### config.mk
export PLATFORM = sky130hd
export DESIGN_NAME = pincfg_bank
export DESIGN_NICKNAME = d
export VERILOG_FILES = /design/src/rtl/pincfg_pkg.sv /design/src/rtl/pincfg_plane.sv /design/src/rtl/pincfg_sync.sv /design/src/rtl/pincfg_padmux.sv /design/src/rtl/pincfg_decode.sv /design/src/rtl/pincfg_rdmux.sv /design/src/rtl/pincfg_bank.sv
export SDC_FILE = /design/constraint.sdc
export NUM_CORES = 1
export LEC_CHECK = 0
export ABC_AREA = 1
export BUFFER_PORTS_ARGS = -buffer_cell sky130_fd_sc_hd__buf_4
export CORE_ASPECT_RATIO = 1.75
export CORE_MARGIN = 2
export CORE_UTILIZATION = 46
export DETAILED_ROUTE_END_ITERATION = 12
export PLACE_DENSITY = 0.8
export SLEW_MARGIN = 5
export SYNTH_ARGS = -nofsm -noshare
export SYNTH_HDL_FRONTEND = slang
export SYNTH_HIERARCHICAL = 1
export SYNTH_SLANG_ARGS = --single-unit
### constraint.sdc
create_clock -name clk -period 1.1 [get_ports clk]
set_input_delay 0.055 -clock clk [delete_from_list [all_inputs] [get_ports clk]]
set_output_delay 0.055 -clock clk [all_outputs]
set_load 0.01 [all_outputs]
### src/rtl/pincfg_pkg.sv
package pincfg_pkg;

   // Pin operating modes, {m1,m0}
   typedef enum logic [1:0] {
      PM_HIZ  = 2'b00,
      PM_FUNC = 2'b01,
      PM_LOW  = 2'b10,
      PM_HIGH = 2'b11
   } pin_mode_e;

   // Word offsets of the register window
   localparam int unsigned OFS_M0_RD  = 0;
   localparam int unsigned OFS_M0_SET = 1;
   localparam int unsigned OFS_M0_CLR = 2;
   localparam int unsigned OFS_M1_RD  = 4;
   localparam int unsigned OFS_M1_SET = 5;
   localparam int unsigned OFS_M1_CLR = 6;
   localparam int unsigned OFS_LEVEL  = 8;
   localparam int unsigned MIN_ADDR_W = 4;

   typedef struct packed {
      logic m0_rd;
      logic m0_set;
      logic m0_clr;
      logic m1_rd;
      logic m1_set;
      logic m1_clr;
      logic level;
   } reg_hit_t;

endpackage

### src/rtl/pincfg_plane.sv
module pincfg_plane #(
   parameter int unsigned WIDTH = 8
) (
   input  logic             clk,
   input  logic             rst_n,
   input  logic             set_en,
   input  logic             clr_en,
   input  logic [WIDTH-1:0] mask,
   output logic [WIDTH-1:0] bits_q
);

   // One bit-plane: set and clear come from distinct addresses, never together
   always_ff @(posedge clk or negedge rst_n) begin
      if (!rst_n)
         bits_q <= '0;
      else if (set_en)
         bits_q <= bits_q | mask;
      else if (clr_en)
         bits_q <= bits_q & ~mask;
   end

endmodule

### src/rtl/pincfg_sync.sv
module pincfg_sync #(
   parameter int unsigned WIDTH  = 8,
   parameter int unsigned STAGES = 2
) (
   input  logic             clk,
   input  logic             rst_n,
   input  logic [WIDTH-1:0] din,
   output logic [WIDTH-1:0] dout
);

   logic [STAGES-1:0][WIDTH-1:0] stg_q;

   always_ff @(posedge clk or negedge rst_n) begin
      if (!rst_n) begin
         stg_q <= '0;
      end else begin
         stg_q[0] <= din;
         for (int s = 1; s < STAGES; s++)
            stg_q[s] <= stg_q[s-1];
      end
   end

   assign dout = stg_q[STAGES-1];

endmodule

### src/rtl/pincfg_padmux.sv
module pincfg_padmux
   import pincfg_pkg::*;
#(
   parameter int unsigned WIDTH = 8
) (
   input  logic [WIDTH-1:0] m0,
   input  logic [WIDTH-1:0] m1,
   input  logic [WIDTH-1:0] func_out,
   input  logic [WIDTH-1:0] func_oe,
   output logic [WIDTH-1:0] pad_out,
   output logic [WIDTH-1:0] pad_oe
);

   for (genvar i = 0; i < WIDTH; i++) begin : g_pin
      pin_mode_e mode;
      logic      po;
      logic      poe;

      assign mode = pin_mode_e'({m1[i], m0[i]});

      always_comb begin
         case (mode)
            PM_FUNC: begin po = func_out[i]; poe = func_oe[i]; end
            PM_LOW:  begin po = 1'b0;        poe = 1'b1;       end
            PM_HIGH: begin po = 1'b1;        poe = 1'b1;       end
            default: begin po = 1'b0;        poe = 1'b0;       end
         endcase
      end

      assign pad_out[i] = po;
      assign pad_oe[i]  = poe;
   end

endmodule

### src/rtl/pincfg_decode.sv
module pincfg_decode
   import pincfg_pkg::*;
#(
   parameter int unsigned ADDR_W = 4
) (
   input  logic [ADDR_W-1:0] addr,
   output reg_hit_t          hit
);

   always_comb begin
      hit.m0_rd  = (addr == ADDR_W'(OFS_M0_RD));
      hit.m0_set = (addr == ADDR_W'(OFS_M0_SET));
      hit.m0_clr = (addr == ADDR_W'(OFS_M0_CLR));
      hit.m1_rd  = (addr == ADDR_W'(OFS_M1_RD));
      hit.m1_set = (addr == ADDR_W'(OFS_M1_SET));
      hit.m1_clr = (addr == ADDR_W'(OFS_M1_CLR));
      hit.level  = (addr == ADDR_W'(OFS_LEVEL));
   end

endmodule

### src/rtl/pincfg_rdmux.sv
module pincfg_rdmux
   import pincfg_pkg::*;
#(
   parameter int unsigned WIDTH  = 8,
   parameter int unsigned DATA_W = 32
) (
   input  logic              clk,
   input  logic              rst_n,
   input  logic              rd_en,
   input  reg_hit_t          hit,
   input  logic [WIDTH-1:0]  m0,
   input  logic [WIDTH-1:0]  m1,
   input  logic [WIDTH-1:0]  level,
   output logic [DATA_W-1:0] rdata
);

   logic [DATA_W-1:0] rd_nxt;

   always_comb begin
      rd_nxt = '0;
      if (hit.m0_rd || hit.m0_set || hit.m0_clr)
         rd_nxt = DATA_W'(m0);
      else if (hit.m1_rd || hit.m1_set || hit.m1_clr)
         rd_nxt = DATA_W'(m1);
      else if (hit.level)
         rd_nxt = DATA_W'(level);
   end

   always_ff @(posedge clk or negedge rst_n) begin
      if (!rst_n)
         rdata <= '0;
      else if (rd_en)
         rdata <= rd_nxt;
   end

endmodule

### src/rtl/pincfg_bank.sv
module pincfg_bank
   import pincfg_pkg::*;
#(
   parameter int unsigned NUM_PINS    = 8,
   parameter int unsigned DATA_W      = 32,
   parameter int unsigned ADDR_W      = 4,
   parameter int unsigned SYNC_STAGES = 2
) (
   input  logic                clk,
   input  logic                rst_n,
   input  logic                bus_valid,
   input  logic                bus_write,
   input  logic [ADDR_W-1:0]   bus_addr,
   input  logic [DATA_W-1:0]   bus_wdata,
   output logic [DATA_W-1:0]   bus_rdata,
   input  logic [NUM_PINS-1:0] func_out,
   input  logic [NUM_PINS-1:0] func_oe,
   input  logic [NUM_PINS-1:0] pad_in,
   output logic [NUM_PINS-1:0] pad_out,
   output logic [NUM_PINS-1:0] pad_oe
);

   localparam int unsigned NUM_PLANES = 2;

   // Elaboration-time parameter checks
   if (NUM_PINS < 1 || NUM_PINS > DATA_W) begin : g_bad_pins
      $error("pincfg_bank: NUM_PINS must lie in 1..DATA_W");
   end
   if (ADDR_W < MIN_ADDR_W) begin : g_bad_addr
      $error("pincfg_bank: ADDR_W too narrow for the register window");
   end
   if (SYNC_STAGES < 2 || SYNC_STAGES > 3) begin : g_bad_sync
      $error("pincfg_bank: SYNC_STAGES must be 2 or 3");
   end

   reg_hit_t                            hit;
   logic                                wr_req;
   logic                                rd_req;
   logic [NUM_PINS-1:0]                 wmask;
   logic [NUM_PLANES-1:0]               set_sel;
   logic [NUM_PLANES-1:0]               clr_sel;
   logic [NUM_PLANES-1:0][NUM_PINS-1:0] plane;
   logic [NUM_PINS-1:0]                 plane_m0;
   logic [NUM_PINS-1:0]                 plane_m1;
   logic [NUM_PINS-1:0]                 level_sync;
   logic                                unused_wdata;

   assign wr_req       = bus_valid &  bus_write;
   assign rd_req       = bus_valid & ~bus_write;
   assign wmask        = bus_wdata[NUM_PINS-1:0];
   assign unused_wdata = ^bus_wdata;

   pincfg_decode #(.ADDR_W(ADDR_W)) u_decode (
      .addr (bus_addr),
      .hit  (hit)
   );

   assign set_sel = {hit.m1_set, hit.m0_set};
   assign clr_sel = {hit.m1_clr, hit.m0_clr};

   for (genvar p = 0; p < NUM_PLANES; p++) begin : g_plane
      pincfg_plane #(.WIDTH(NUM_PINS)) u_plane (
         .clk    (clk),
         .rst_n  (rst_n),
         .set_en (wr_req & set_sel[p]),
         .clr_en (wr_req & clr_sel[p]),
         .mask   (wmask),
         .bits_q (plane[p])
      );
   end

   assign plane_m0 = plane[0];
   assign plane_m1 = plane[1];

   pincfg_sync #(.WIDTH(NUM_PINS), .STAGES(SYNC_STAGES)) u_sync (
      .clk   (clk),
      .rst_n (rst_n),
      .din   (pad_in),
      .dout  (level_sync)
   );

   pincfg_padmux #(.WIDTH(NUM_PINS)) u_padmux (
      .m0       (plane_m0),
      .m1       (plane_m1),
      .func_out (func_out),
      .func_oe  (func_oe),
      .pad_out  (pad_out),
      .pad_oe   (pad_oe)
   );

   pincfg_rdmux #(.WIDTH(NUM_PINS), .DATA_W(DATA_W)) u_rdmux (
      .clk   (clk),
      .rst_n (rst_n),
      .rd_en (rd_req),
      .hit   (hit),
      .m0    (plane_m0),
      .m1    (plane_m1),
      .level (level_sync),
      .rdata (bus_rdata)
   );

endmodule

== After elaboration in Yosys (flattened, before gate mapping) ==
Index checks and enable logic that the tools add are counted.
Word-level totals
  bits in registers: 64
  bits in latches: 0
  RAM bits: 0
  ROM bits: 0
  input port bits: 64
  output and inout bits: 48
  word-level logic and storage cells: 85
  memories kept: 0
Operators by class
  add/sub/neg operators: 0
  multiply operators: 0
  divide/modulo/power cells: 0
  magnitude comparators: 0
  equal/unequal tests: 30
  shifts and indexed selects: 0
  multiplexer cells: 23
  bitwise operators: 12
  reductions and logical operators: 15
Operators by type and width (number)
  $mux 32: 2
  $mux 8: 5
  $eq 2x2->1 const B: 16
  $pmux 1 s2: 16
  $and 8x8->8: 2
  $eq 2x1->1 const B: 8
  $or 8x8->8: 2
  $reduce_or 2->1: 8
  $eq 4x3->1 const B: 3
  $not 8->8: 1
  $and 1x1->1: 6
  $eq 4x1->1 const B: 1
  $eq 4x2->1 const B: 1
  $eq 4x4->1 const B: 1
  $logic_not 4->1: 1
  $logic_or 1x1->1: 4
  $reduce_bool 2->1: 2
  $not 1->1: 1

== Depth between registers and ports, before layout ==
Gate-level depths: netlist (run 1).
  word-level depth: 5
  depth in mapped cells: 9
  gate-level depth less buffers: 8

== By module ==
Netlist (run 1), hierarchy kept.
Modules (own cells, without submodules)
  pincfg_rdmux: instances 1, cells an instance 107, area each 805.8 µm², seq. area each 200.2 µm²
  pincfg_plane: instances 2, cells an instance 42, area each 330.3 µm², seq. area each 200.2 µm²
  pincfg_sync: instances 1, cells an instance 24, area each 460.4 µm², seq. area each 400.4 µm²
  pincfg_padmux: instances 1, cells an instance 64, area each 300.3 µm², seq. area each 0.0 µm²
  pincfg_decode: instances 1, cells an instance 17, area each 68.8 µm², seq. area each 0.0 µm²
  pincfg_bank: instances 1, cells an instance 11, area each 43.8 µm², seq. area each 0.0 µm²

== Least setup slack after synthesis (run 1) ==
No wires, ideal clock.
  path type: input -> register
  start: in bus_addr[1]
  end: reg with a tool-made name
  library setup time: 65 ps
  arrival time: 905 ps
  data required time: 1035 ps
  path slack: 130 ps
  cell stages on the path: 8
  buffers on the path: 1
  cell sequence: inv_1 > nand2_1 > nor2_1 > inv_1 > nor2_1 > clkbuf_2 > nand2_1 > nand2_1
RTL lines
  from (decl): line pincfg_bank.sv:13  | input logic [ADDR_W-1:0] bus_addr,

==> flow_summary.toml, run 1 <==
[status]
status = "finished, final reports clean"

[detailed_routing]
wl_per_cell_um = 11.47
drcViolationCount = 0
dr.pass1.iters = 4
ant_nets = 0
drt_wl_total_um = 4967
viasPerCell = 4.536
vias = 1964
initialDrtViolationCount = 81

[place]
place_congestion = 0.8303
hpwlAfterDp_um = 3506
dpl.cell_count = 400
post_dp_cell_area_sq_um = 2629
port_buffers = 63

[worst_setup_path]
start_kind = "register"
critical_path_class = "reg2out"
path_max_fanout = 4
crit_required_ns = 1.04
cp.arrival_ns = 1.00
end_kind = "output port"

[cts]
clock-sinks = 40
clock_latency_ns = 0.29
cts.path.max_buffers = 2
clkTransAtPathRegs_ns = 0.07
htree_num_levels = 2
cts_tree = "yes"
cts_buffers = 5
cts_root_buf = "clkbuf_8"

[synthesis]
synthCells = 307
synthSimpleGateAreaFrac_pct = 29.63
synthMuxAreaShare_pct = 0
synth_seq_area_share_pct = 42.78
yosysUniqueCellTypes = 18
synthXorXnorAreaFrac_pct = 0
syn_area_sq_um = 2340
avgSynthCellArea_sq_um = 7.621
yosys_warnings = 6
ys_seq_elements = 40
synth_top_family_by_area = "simple AND/OR/NAND/NOR gates"
synth_compound_area_share_pct = 4.706
synth_adder_area_share_pct = 0

[global_routing]
use_met1_pct = 18.31
grt_max_degree = 41
grt_pass1_vias = 1846
busiest_layer = "met2"
antenna_found_initial = 0
grt_overflow = 0
grt_use_met3_pct = 2.517
grt_pass1_wl_um = 7859
grtUsageTotal_pct = 18.06
use_met2_pct = 34.70

[sta]
max_freq_mhz = 944.3
period_minus_slack_ns = 1.059
setup_viol = 0
period_share_pct = 96.28
finalHoldViolCount = 0
slew_violations = 0
grt_setup_unrepaired = "true"
finClkSkew_ns = 0.005445

[cells_and_area]
stdcell_count = 433
layout-area-overhead-vs-synth_pct = 27.49
drive_gt1_share_pct = 32.45
fill_cells = 432
diodes = 0
design_area_sq_um = 2983
fin_nets = 442

[power_and_ir_drop]
p_per_area_nw_per_um2 = 1427
ir_worst_vdd_mv = 1.151
total_leakage_power_nw = 1.590

[floorplanning]
ios = 112
core-area_sq_um = 4935
initial_core_util_pct = 47.41
die_h_um = 98.35
rows = 34
dieWidth_um = 57.91
die_area_sq_um = 5695

[job]
maxCapViolCount = 0

[hold_path]
hold_path_class = "in2reg"
## what timing repair did
| item | 4_1_cts | 5_1_grt |
|---|---|---|
| endpoints found under the setup margin | 1 | 8 |
| pin swaps | 0 | 5 |
| endpoints found under the hold margin | 61 | 0 |
| hold buffers | 16 | 0 |
| gates resized for setup | 0 | 0 |
| buffers inserted | 1 | 8 |
## where the power goes
| group | switching, mW | internal, mW |
|---|---|---|
| sequential | 0.153 | 1.66 |
| combinational | 0.578 | 0.582 |
| clock | 0.486 | 0.800 |
## logic make-up after synthesis
| group | Yosys count |
|---|---|
| AOI/OAI and AO/OA | 16 |
| and+or+nand+nor | 159 |
| buffers and inverters | 91 |
| DFF | 40 |
| other | 1 |
## metal layers
metal  share of wire [%]  up-vias
met5                   0        -
met4                 1.3        0
met3                 5.7        4
met2                  57       67
met1                  36      908
li1                    -      985
## area by class of cell
type	count	area (sq um)	area share, %
sequential	40	1001	33.56
multi-input combinational	199	893.4	29.95
inverter	37	141.4	4.740
tap	54	67.56	2.265
timing repair buffer	95	753.2	25.25
clock inverter	1	30.03	1.007
clock buffer	7	96.34	3.230
## cell usage after synthesis
cell | n | area (sq um)
clkbuf_2 | 2 | 10.01
conb_1 | 1 | 3.750
nand3_2 | 8 | 80.08
nand2_4 | 1 | 11.26
a21oi_1 | 8 | 40.04
dfrtp_1 | 40 | 1001
nor2_1 | 36 | 135.1
nand2_2 | 4 | 25.02
buf_2 | 4 | 20.02
inv_2 | 12 | 45.04
buf_4 | 48 | 360.4
a21oi_2 | 8 | 70.07
nand2_1 | 100 | 375.4
nor2_2 | 1 | 6.260
nand3_1 | 8 | 40.04
inv_4 | 1 | 6.260
inv_1 | 24 | 90.09
nor2_8 | 1 | 20.02
## worst paths after layout
kind	slack, ns	from	endpoint	cells after the start
setup / recovery	0.04	register	pad_out[5]	3
hold / removal	0.009	bus_wdata[2]	register	3
setup reg to reg	0.21	register	u_rdmux/rdata[2]$_DFFE_PN0P_	5
hold reg to reg	0.35	u_sync/stg_q[1]$_DFF_PN0_	u_sync/dout[1]$_DFF_PN0_	0
max in group asynchronous	0.48	rst_n	asynchronous set/reset pin	2
min in group asynchronous	0.27	rst_n	u_sync/dout[6]$_DFF_PN0_	2
## critical path, stage by stage, from the launching register on
cell	delay [ns]
dfrtp_1	0.43
nor2_1	0.11
nor2_1	0.05
buf_4	0.13
## through the flow
step | TNS, ns | power [mW] | hold slack (ns) | util, % | worst slack (ns)
final | 0 | 4.256 | 0.009485 | 60.45 | 0.04097
after global routing | -0.06533 | 4.476 | 0.01991 | 60.45 | -0.02866
after CTS | 0 | 4.202 | 0.002086 | 59.23 | 0.004350
after detailed placement | -0.1207 | 2.860 | 0.04905 | 53.27 | -0.02975
after global placement | 0 | 2.826 | 0.04527 | 53.27 | 0.01659
after floorplan | 0 | 2.588 | -0.2406 | - | 0.1301
## cells in the final DEF (no fill, tap or decap), types with 7 or more instances in the layout
cell type	count
nand2_1	100
a21oi_1	8
clkbuf_8	7
nand3_1	8
dfrtp_1	40
nand3_2	8
conb_1	24
inv_1	24
dlygate4sd3_1	16
buf_4	79
a21oi_2	8
inv_2	12
nor2_1	36
Note: power is estimated with default switching activity, not from simulation.
==> inputs of run 2 (changes only) <==
--- a/config.mk
+++ b/config.mk
@@ -11,7 +11,7 @@
 export CORE_MARGIN = 2
 export CORE_UTILIZATION = 46
 export DETAILED_ROUTE_END_ITERATION = 12
-export PLACE_DENSITY = 0.8
+export PLACE_DENSITY = 0.86
 export SLEW_MARGIN = 5
 export SYNTH_ARGS = -nofsm -noshare
 export SYNTH_HDL_FRONTEND = slang
==> run 2 against run 1 <==
Compared with the run above:
- final area is 0.21% higher
- global-route usage is 1.4 points higher
- register-to-register slack worse by 0.08 ns
- critical path depth stayed put
- non-clock buffer count is 1 higher
- setup slack worse by 0.019 ns
- highest routed layer unchanged
==> flow_summary.toml, run 2 (synthesized netlist as in run 1, its figures left out) <==
[floorplanning]
dieWidth_um = 57.91
ios = 112
die_h_um = 98.35
core-area_sq_um = 4935
initial_core_util_pct = 47.41
rows = 34
die_area_sq_um = 5695

[power_and_ir_drop]
total_leakage_power_nw = 1.582
ir_worst_vdd_mv = 1.271
p_per_area_nw_per_um2 = 1397
finalPower_mw = 4.177

[worst_setup_path]
end_kind = "output port"
critical_path_class = "reg2out"
crit_family = "flip-flops"
crit_required_ns = 1.04
slowest_stage = "dfrtp_1"
cp.arrival_ns = 1.02
worst-path-stages = 3
start_kind = "register"
worst_path_most_repeated_cell = "nor2_1"
path_max_fanout = 4
max_stage_delay_ns = 0.42
reg2reg_depth = 6
critPathBufInv = 1
path_cells = "nor2_1, nor2_1, buf_4"

[sta]
slew_violations = 0
period_share_pct = 98.03
finClkSkew_ns = 0.008788
whs_ns = 0.2564
finalHoldViolCount = 0
setup_viol = 0
period_minus_slack_ns = 1.078
tns_ns = 0
max_freq_mhz = 927.4
grt_setup_unrepaired = "true"

[cells_and_area]
fill_cells = 423
ff_latch_area_sq_um = 1002
layout_common_cells = "nand2_1 (98), buf_4 (78), dfrtp_1 (39), nor2_1 (34), conb_1 (24)"
layout-area-overhead-vs-synth_pct = 27.75
fin_nets = 443
stdcell_count = 434
diodes = 0
drive_gt1_share_pct = 33.68
multi_input_area_sq_um = 903.4
final_common_cell = "nand2_1"

[place]
place_congestion = 0.8540
port_buffers = 63
dpl.cell_count = 400
hpwlAfterDp_um = 3690

[detailed_routing]
wl_per_cell_um = 12.14
viasPerCell = 4.601
wl_met1_um = 1894
initialDrtViolationCount = 69
ant_nets = 0
vias = 1997
wl_met3_um = 330
dr.pass1.iters = 4
drcViolationCount = 0
route.met2.wl_um = 2811
drt_wl_total_um = 5268
highest_layer = "met4"

[cts]
clkTransAtPathRegs_ns = 0.08
cts_tree = "yes"
htree_num_levels = 2
cts_root_buf = "clkbuf_8"
clock-sinks = 40
clock_latency_ns = 0.30
cts.path.max_buffers = 2
cts_buffers = 5

[global_routing]
antenna_found_initial = 0
grt_max_degree = 41
grt_overflow = 0
grtUsageTotal_pct = 19.48
grt_pass1_vias = 1921
grt_pass1_wl_um = 8321

[status]
status = "finished, final reports clean"

[job]
maxCapViolCount = 0

[hold_path]
hold_path_class = "in2async"
run 2: changes by cell type in the layout (fill, tap and decap cells not counted), sizes merged:
cell and change:
clkbuf -1, dlygate4sd3 +1, clkinv +1
run 2: layout make-up:
type / count / share of cell area, %
Sequential cell: 40 / 33.53
Multi-Input combinational cell: 199 / 30.22
Timing Repair Buffer: 96 / 25.66
Inverter: 37 / 4.730
Clock buffer: 6 / 2.428
Tap cell: 54 / 2.260
Clock inverter: 2 / 1.172
run 2: per-layer routing:
| layer | vias to the layer above | global-route usage, % |
|---|---|---|
| met3 | 18 | 4.106 |
| met2 | 84 | 32.95 |
| met1 | 908 | 20.38 |
| met5 | - | 0 |
| met4 | 0 | 14.49 |
| li1 | 987 | - |
run 2: path summary, 6_finish.rpt:
path / startpoint / end / slack (ns)
max: register / pad_out[1] / 0.02
min: rst_n / u_sync/stg_q[3]$_DFF_PN0_ / 0.26
max reg2reg: register / u_rdmux/rdata[6]$_DFFE_PN0P_ / 0.13
min reg2reg: u_sync/stg_q[2]$_DFF_PN0_ / u_sync/dout[2]$_DFF_PN0_ / 0.34
max in group asynchronous: rst_n / asynchronous set/reset pin / 0.48
min in group clk: bus_write / u_rdmux/rdata[6]$_DFFE_PN0P_ / 0.26
run 2: stage by stage:
step	util (%)	area [sq um]	worst slack (ns)
floorplan	-	2426	0.1301
global placement	53.27	2629	0.02455
detailed placement	53.27	2629	-0.02556
CTS	59.05	2914	0.008139
global route	60.57	2989	-0.03165
finish	60.57	2989	0.02171
run 2: power breakdown:
part / internal, mW / leakage, nW / switching, mW / total, mW
Clock: 0.673 / 0.0552 / 0.496 / 1.17
Combinational: 0.593 / 1.04 / 0.588 / 1.18
Sequential: 1.66 / 0.484 / 0.169 / 1.83
run 2: timing repair:
item | 4_1_cts | 5_1_grt
hold buffers | 17 | 0
pin swaps | 0 | 9
endpoints found under the hold margin | 63 | 0
setup buffers | 1 | 8
resized for setup | 0 | 7
setup endpoints to repair | 1 | 9
gates cloned | 0 | 0
